--- src/rtl/dbuf_pkg.sv ---
package dbuf_pkg;

  typedef enum logic [1:0] {
    SEL_BASE0 = 2'd0,
    SEL_BASE1 = 2'd1,
    SEL_COUNT = 2'd2,
    SEL_CTRL  = 2'd3
  } reg_sel_e;

  localparam int CTRL_EN_BIT  = 0;
  localparam int CTRL_TGT_BIT = 1;

endpackage

--- src/rtl/dbuf_regs.sv ---
module dbuf_regs
  import dbuf_pkg::*;
#(
  parameter int ADDR_W = 32,
  parameter int CNT_W  = 16
) (
  input  logic                   clk,
  input  logic                   rst,
  input  logic                   wr_en,
  input  logic [1:0]             wr_sel,
  input  logic [ADDR_W-1:0]      wr_data,
  input  logic                   run_q,
  input  logic                   tgt_q,
  output logic [1:0][ADDR_W-1:0] base_nxt,
  output logic [CNT_W-1:0]       cnt_q,
  output logic                   err_q
);

  logic [1:0][ADDR_W-1:0] base_q;
  logic [1:0]             base_rej;
  logic                   cnt_hit, cnt_rej, ctl_hit;

  genvar gi;
  generate
    for (gi = 0; gi < 2; gi++) begin : g_base
      logic hit;
      assign hit          = wr_en && (wr_sel == 2'(gi));
      assign base_rej[gi] = hit && run_q && (tgt_q == 1'(gi));
      assign base_nxt[gi] = (hit && !base_rej[gi]) ? wr_data : base_q[gi];

      always_ff @(posedge clk) begin
        if (rst) base_q[gi] <= '0;
        else     base_q[gi] <= base_nxt[gi];
      end

      AST_ACTIVE_BASE_KEPT: assert property (@(posedge clk) disable iff (rst)
        (wr_en && wr_sel == 2'(gi) && run_q && tgt_q == 1'(gi))
        |=> (base_q[gi] == $past(base_q[gi])) && err_q);
    end
  endgenerate

  assign cnt_hit = wr_en && (wr_sel == SEL_COUNT);
  assign cnt_rej = cnt_hit && run_q;
  assign ctl_hit = wr_en && (wr_sel == SEL_CTRL);

  always_ff @(posedge clk) begin
    if (rst) begin
      cnt_q <= '0;
      err_q <= 1'b0;
    end else begin
      if (cnt_hit && !cnt_rej) cnt_q <= wr_data[CNT_W-1:0];
      if (ctl_hit)                       err_q <= 1'b0;
      else if (cnt_rej || (|base_rej))   err_q <= 1'b1;
    end
  end

  AST_CNT_KEPT_RUN: assert property (@(posedge clk) disable iff (rst)
    (cnt_hit && run_q) |=> (cnt_q == $past(cnt_q)) && err_q);

endmodule

--- src/rtl/dbuf_seq.sv ---
module dbuf_seq #(
  parameter int CNT_W = 16
) (
  input  logic             clk,
  input  logic             rst,
  input  logic             ctl_wr,
  input  logic             ctl_en,
  input  logic             ctl_tgt,
  input  logic             advance,
  input  logic [CNT_W-1:0] cnt_q,
  output logic             run_q,
  output logic             tgt_q,
  output logic [CNT_W-1:0] idx_q,
  output logic             tgt_nxt,
  output logic [CNT_W-1:0] idx_nxt,
  output logic             done_q
);

  logic run_nxt, start, step, last, wrap;

  assign run_nxt = ctl_wr ? ctl_en : run_q;
  assign start   = ctl_wr && ctl_en && !run_q;
  assign step    = advance && run_q && run_nxt;
  assign last    = (idx_q == cnt_q - CNT_W'(1));
  assign wrap    = step && last;

  always_comb begin
    tgt_nxt = tgt_q;
    idx_nxt = idx_q;
    if (start) begin
      tgt_nxt = ctl_tgt;
      idx_nxt = '0;
    end else if (wrap) begin
      tgt_nxt = ~tgt_q;
      idx_nxt = '0;
    end else if (step) begin
      idx_nxt = idx_q + CNT_W'(1);
    end
  end

  always_ff @(posedge clk) begin
    if (rst) begin
      run_q  <= 1'b0;
      tgt_q  <= 1'b0;
      idx_q  <= '0;
      done_q <= 1'b0;
    end else begin
      run_q  <= run_nxt;
      tgt_q  <= tgt_nxt;
      idx_q  <= idx_nxt;
      done_q <= wrap;
    end
  end

  AST_FLIP_WITH_DONE: assert property (@(posedge clk) disable iff (rst)
    done_q |-> (tgt_q != $past(tgt_q)));
  AST_IDX_ZERO_ON_DONE: assert property (@(posedge clk) disable iff (rst)
    done_q |-> (idx_q == '0));
  AST_IDLE_NO_STEP: assert property (@(posedge clk) disable iff (rst)
    (!run_q && !ctl_wr) |=> $stable(idx_q) && $stable(tgt_q) && !done_q);

endmodule

--- src/rtl/dbuf_addr_gen.sv ---
module dbuf_addr_gen #(
  parameter int ADDR_W     = 32,
  parameter int CNT_W      = 16,
  parameter int ITEM_BYTES = 4
) (
  input  logic                   clk,
  input  logic                   rst,
  input  logic [1:0][ADDR_W-1:0] base_nxt,
  input  logic                   tgt_nxt,
  input  logic [CNT_W-1:0]       idx_nxt,
  output logic [ADDR_W-1:0]      addr_q
);

  localparam bit IS_POW2 = ((ITEM_BYTES & (ITEM_BYTES - 1)) == 0);
  localparam int SHIFT   = $clog2(ITEM_BYTES);

  logic [ADDR_W-1:0] offset;

  generate
    if (IS_POW2) begin : g_shift
      assign offset = ADDR_W'(idx_nxt) << SHIFT;
    end else begin : g_mult
      assign offset = ADDR_W'(idx_nxt) * ADDR_W'(ITEM_BYTES);
    end
  endgenerate

  always_ff @(posedge clk) begin
    if (rst) addr_q <= '0;
    else     addr_q <= base_nxt[tgt_nxt] + offset;
  end

endmodule

--- src/rtl/dbuf_addr_unit.sv ---
module dbuf_addr_unit
  import dbuf_pkg::*;
#(
  parameter int ADDR_W     = 32,
  parameter int CNT_W      = 16,
  parameter int ITEM_BYTES = 4
) (
  input  logic              clk,
  input  logic              rst,
  input  logic              wr_en,
  input  logic [1:0]        wr_sel,
  input  logic [ADDR_W-1:0] wr_data,
  input  logic              advance,
  output logic [ADDR_W-1:0] wr_addr,
  output logic              cur_tgt,
  output logic              xfer_done,
  output logic              wr_err,
  output logic              running
);

  logic [1:0][ADDR_W-1:0] base_nxt;
  logic [CNT_W-1:0]       cnt_q, idx_q, idx_nxt;
  logic                   tgt_nxt, ctl_wr;

  assign ctl_wr = wr_en && (wr_sel == SEL_CTRL);

  dbuf_regs #(.ADDR_W(ADDR_W), .CNT_W(CNT_W)) u_regs (
    .clk(clk), .rst(rst), .wr_en(wr_en), .wr_sel(wr_sel), .wr_data(wr_data),
    .run_q(running), .tgt_q(cur_tgt), .base_nxt(base_nxt), .cnt_q(cnt_q),
    .err_q(wr_err)
  );

  dbuf_seq #(.CNT_W(CNT_W)) u_seq (
    .clk(clk), .rst(rst), .ctl_wr(ctl_wr),
    .ctl_en(wr_data[CTRL_EN_BIT]), .ctl_tgt(wr_data[CTRL_TGT_BIT]),
    .advance(advance), .cnt_q(cnt_q), .run_q(running), .tgt_q(cur_tgt),
    .idx_q(idx_q), .tgt_nxt(tgt_nxt), .idx_nxt(idx_nxt), .done_q(xfer_done)
  );

  dbuf_addr_gen #(.ADDR_W(ADDR_W), .CNT_W(CNT_W), .ITEM_BYTES(ITEM_BYTES)) u_addr (
    .clk(clk), .rst(rst), .base_nxt(base_nxt), .tgt_nxt(tgt_nxt),
    .idx_nxt(idx_nxt), .addr_q(wr_addr)
  );

  AST_ADDR_STEP: assert property (@(posedge clk) disable iff (rst)
    (running && advance && !wr_en)
    |=> xfer_done || (wr_addr == $past(wr_addr) + ADDR_W'(ITEM_BYTES)));
  AST_IDX_IN_RANGE: assert property (@(posedge clk) disable iff (rst)
    (running && cnt_q != '0) |-> (idx_q < cnt_q));

endmodule

--- config.mk ---
export PLATFORM = sky130hd
export DESIGN_NAME = dbuf_addr_unit
export DESIGN_NICKNAME = d
export VERILOG_FILES = /design/src/rtl/dbuf_pkg.sv /design/src/rtl/dbuf_regs.sv /design/src/rtl/dbuf_seq.sv /design/src/rtl/dbuf_addr_gen.sv /design/src/rtl/dbuf_addr_unit.sv
export SDC_FILE = /design/constraint.sdc
export NUM_CORES = 1
export LEC_CHECK = 0
export ABC_AREA = 1
export BUFFER_PORTS_ARGS = -buffer_cell sky130_fd_sc_hd__buf_2
export CAP_MARGIN = 30
export CORE_ASPECT_RATIO = 0.8
export CORE_MARGIN = 2
export CORE_UTILIZATION = 64
export DETAILED_ROUTE_END_ITERATION = 10
export GPL_ROUTABILITY_DRIVEN = 0
export PLACE_DENSITY_LB_ADDON = 0.2
export SLEW_MARGIN = 20
export SYNTH_ARGS = -nofsm -noshare
export SYNTH_HDL_FRONTEND = slang
export SYNTH_SLANG_ARGS = --single-unit
--- constraint.sdc ---
create_clock -name clk -period 8.05 [get_ports clk]
set_input_delay 0 -clock clk [delete_from_list [all_inputs] [get_ports clk]]
set_output_delay 0 -clock clk [all_outputs]
set_load 0.01 [all_outputs]
==> out/results.tsv <==
stage	metric	value	unit
detailed_routing	drc	0	
timing	setup_viol	0	
detailed_routing	ant_nets	0	
power	leakagePower	0.00414	uW
grt	grt_pass1_vias	6405	
detailed_routing	vias	6628	
cts	cts_tree	done	
setup_path	worst_r2r_path_depth	32	
timing	tightest_slew	0.799	ns
cts	postCtsSetupBuffers	0	
timing	finalWorstSetupSlack	2.49	ns
grt	grt-ovfl-total	0	
setup_path	cp-end-kind	flop	
timing	holdWs	0.0585	ns
timing	period_share	0.691	
yosys	synth_cell_types	40	
timing	setup_tns	0	ns
floorplan	die_w	120	microns
setup_path	ff2ff_setup_slack	2.49	ns
detailed_routing	dr_wl_met2	8700	microns
yosys	synth_area_leaders	dfxtp_1 38%, mux2i_1 9.6%, nor2_1 8.4%	
yosys	synth_top_area_share	0.382	
placement	port_buffers	73	
timing	rsz0062_at_grt	no	
yosys	seq_area_frac_synth	0.382	
setup_path	start_kind	flop	
cts	numClockSinks	132	
cts	post_cts_resized	0	
floorplan	rows	33	
detailed_routing	via_per_inst	5.64	
cts	clk_latency	0.43	ns
power	ir_drop	196	uV
yosys	synth_async_sr_flop_share	0	
yosys	syn_avg_cell_area	7.49	sq um
cells_and_area	postLayoutCellArea	0.00832	sq mm
cts	hold_buffers	36	
timing	max_slew_margin	0.467	
yosys	synth.cell_area	0.00692	sq mm
floorplan	dieArea	0.0117	sq mm
yosys	syn_nets	980	
yosys	yosysWarningCount	0	
detailed_routing	drtPass1Iterations	5	
cts	clock_path_buffers	2	
yosys	syn_inst	923	
setup_path	cp_slowest_stage_delay	0.54	ns
timing	fmax	180	MHz
detailed_routing	wl_per_cell	16.3	microns
cts	cts_buffers	17	
yosys	synth-edff-count	0	
cells_and_area	area_delta_synth_final	20.3	%
grt	antenna_found_initial	0	
grt	grt_use_total	0.337	
cells_and_area	fillers	713	
setup_path	cp_common_cell	nand2_1	
floorplan	num_io_pins	74	
yosys	synth_commonest_cells	154 x nor2_1, 153 x nand2_1, 132 x dfxtp_1	
detailed_routing	wl	19200	microns
placement	hpwl	11800	microns
status	status	complete, no violations	
cts	clk_pin_slew	0.06	ns
cells_and_area	antennaDiodeCount	0	
detailed_routing	m1WireLength	8160	microns
grt	grt_max_degree	94	
setup_path	worstSetupPathType	reg -> reg	
floorplan	die-height	97.0	microns
timing	min_period	5.56	ns
cts	htreeDepth	4	
floorplan	core	0.0104	sq mm
cells_and_area	fin_nets	1080	
setup_path	crit_arrival	5.93	ns
detailed_routing	first_iter_violations	528	
floorplan	initial_utilization	0.665	
power	p_total	1720	uW
cells_and_area	final_layout_size_suffix_gt1_frac	0.155	
detailed_routing	top_layer	met4	
setup_path	cp_slowest_cell	nand2_4	
detailed_routing	met3_length	1790	microns
yosys	yosysMostFrequentCell	nor2_1	
timing	skew	0.00746	ns
setup_path	setup.worst_path.start	u_regs.cnt_q[0]	
placement	placed_cell_area	0.00732	sq mm
yosys	synth_seq_cells	132	
setup_path	r2r_start	u_regs.cnt_q[0]	
hold_path	hold_class	in -> reg	
power	power.density	207	mW/mm^2
setup_path	critPathRequiredTime	8.42	ns
flow_run	cap_violations	0	
cts	root_buffer	clkbuf_16	
timing	finalMaxSlewViolations	0	
grt	grt_pass1_wl	31000	microns
yosys	ys.flop_type	dfxtp_1	
timing	hold_viol	0	
placement	place_ws	2.61	ns
setup_path	path_max_fanout	39	
setup_path	rr_endpoint	u_addr.addr_q[28]	
setup_path	endpoint	u_addr.addr_q[28]	
yosys	yosys.area.top_type	dfxtp_1	
per-stage QoR:
step	cells	utilization
floorplan	923	-
global placement	1105	0.703
detailed placement	1106	0.704
CTS	1174	0.796
global route	1176	0.800
finish	1176	0.800
final cells by class:
class / count / area, sq um / area share
repair buffers: 117 / 817 / 0.0982
flip-flops and latches: 132 / 2640 / 0.318
clock inverters: 10 / 123 / 0.0147
well taps: 140 / 175 / 0.0211
inverters: 77 / 289 / 0.0347
clock buffers: 22 / 474 / 0.0570
multi-input cells: 678 / 3800 / 0.457
critical path: cells and delay by family (launching register included):
kind,cells,cell delay [ns]
AND/OR/NAND/NOR,21,2.91
AO/OA/AOI/OAI,4,0.99
adder cells (fa/ha/maj),3,0.66
flip-flops,1,0.32
multiplexers,1,0.25
buffers and inverters,2,0.16
XOR/XNOR,1,0.13
per-layer routing:
layer  track usage  up-vias
li1              -     3229
met1         0.439     3049
met2         0.528      295
met3         0.104       55
met4         0.123        0
met5             0        -
power breakdown:
part | internal [uW] | switching (uW) | leakage (uW) | total, uW
registers | 679 | 11.8 | 0.00107 | 691
logic | 91.2 | 152 | 0.00279 | 243
clock network | 482 | 303 | 0.000283 | 786
sequential cells by signal, summed over array words and instances (netlist names):
name           count
u_regs.cnt_q      16
u_seq.tgt_q        1
u_seq.done_q       1
u_regs.base_q     64
u_seq.idx_q       16
u_regs.err_q       1
u_addr.addr_q     32
u_seq.run_q        1
layout by cell type, fill, tap and decap left out, types with 9 or more instances in the layout:
master         count
inv_1             73
nand2_1          153
dlygate4sd3_1     36
nor2_2            10
nand3b_1          11
mux2i_1           66
or2_2             10
xnor2_1           10
nand2_2           12
xor2_1            18
o21ai_0           55
dfxtp_1          132
clkbuf_16         17
nor2_1           154
nor3_1            20
nand3_1           45
ha_1              18
nor4_1             9
a21oi_1           49
buf_2             73
cells by family (layout without fill, tap and decap cells):
group / count (synthesis) / in the layout / synth area share
XOR/XNOR: 28 / 28 / 0.0355
flip-flops: 132 / 132 / 0.382
AO/OA/AOI/OAI: 117 / 117 / 0.0885
buffers and inverters: 113 / 226 / 0.0686
AND/OR/NAND/NOR: 448 / 448 / 0.295
multiplexers: 66 / 66 / 0.0955
adder cells (fa/ha/maj): 19 / 19 / 0.0355
worst min path at each step:
stage	depth (start not counted)	to	slack, ns	startpoint
global placement	3	u_regs.cnt_q[13]	0.26	wr_data[13]
CTS	3	u_regs.base_q[28]	0.30	rst
global route	3	u_regs.base_q[27]	0.09	rst
detailed placement	3	u_regs.cnt_q[12]	0.27	wr_data[12]
floorplan	2	u_regs.cnt_q[15]	0.13	wr_data[15]
finish	3	u_regs.base_q[28]	0.06	rst
No activity file was read; power rests on OpenSTA's default activity.
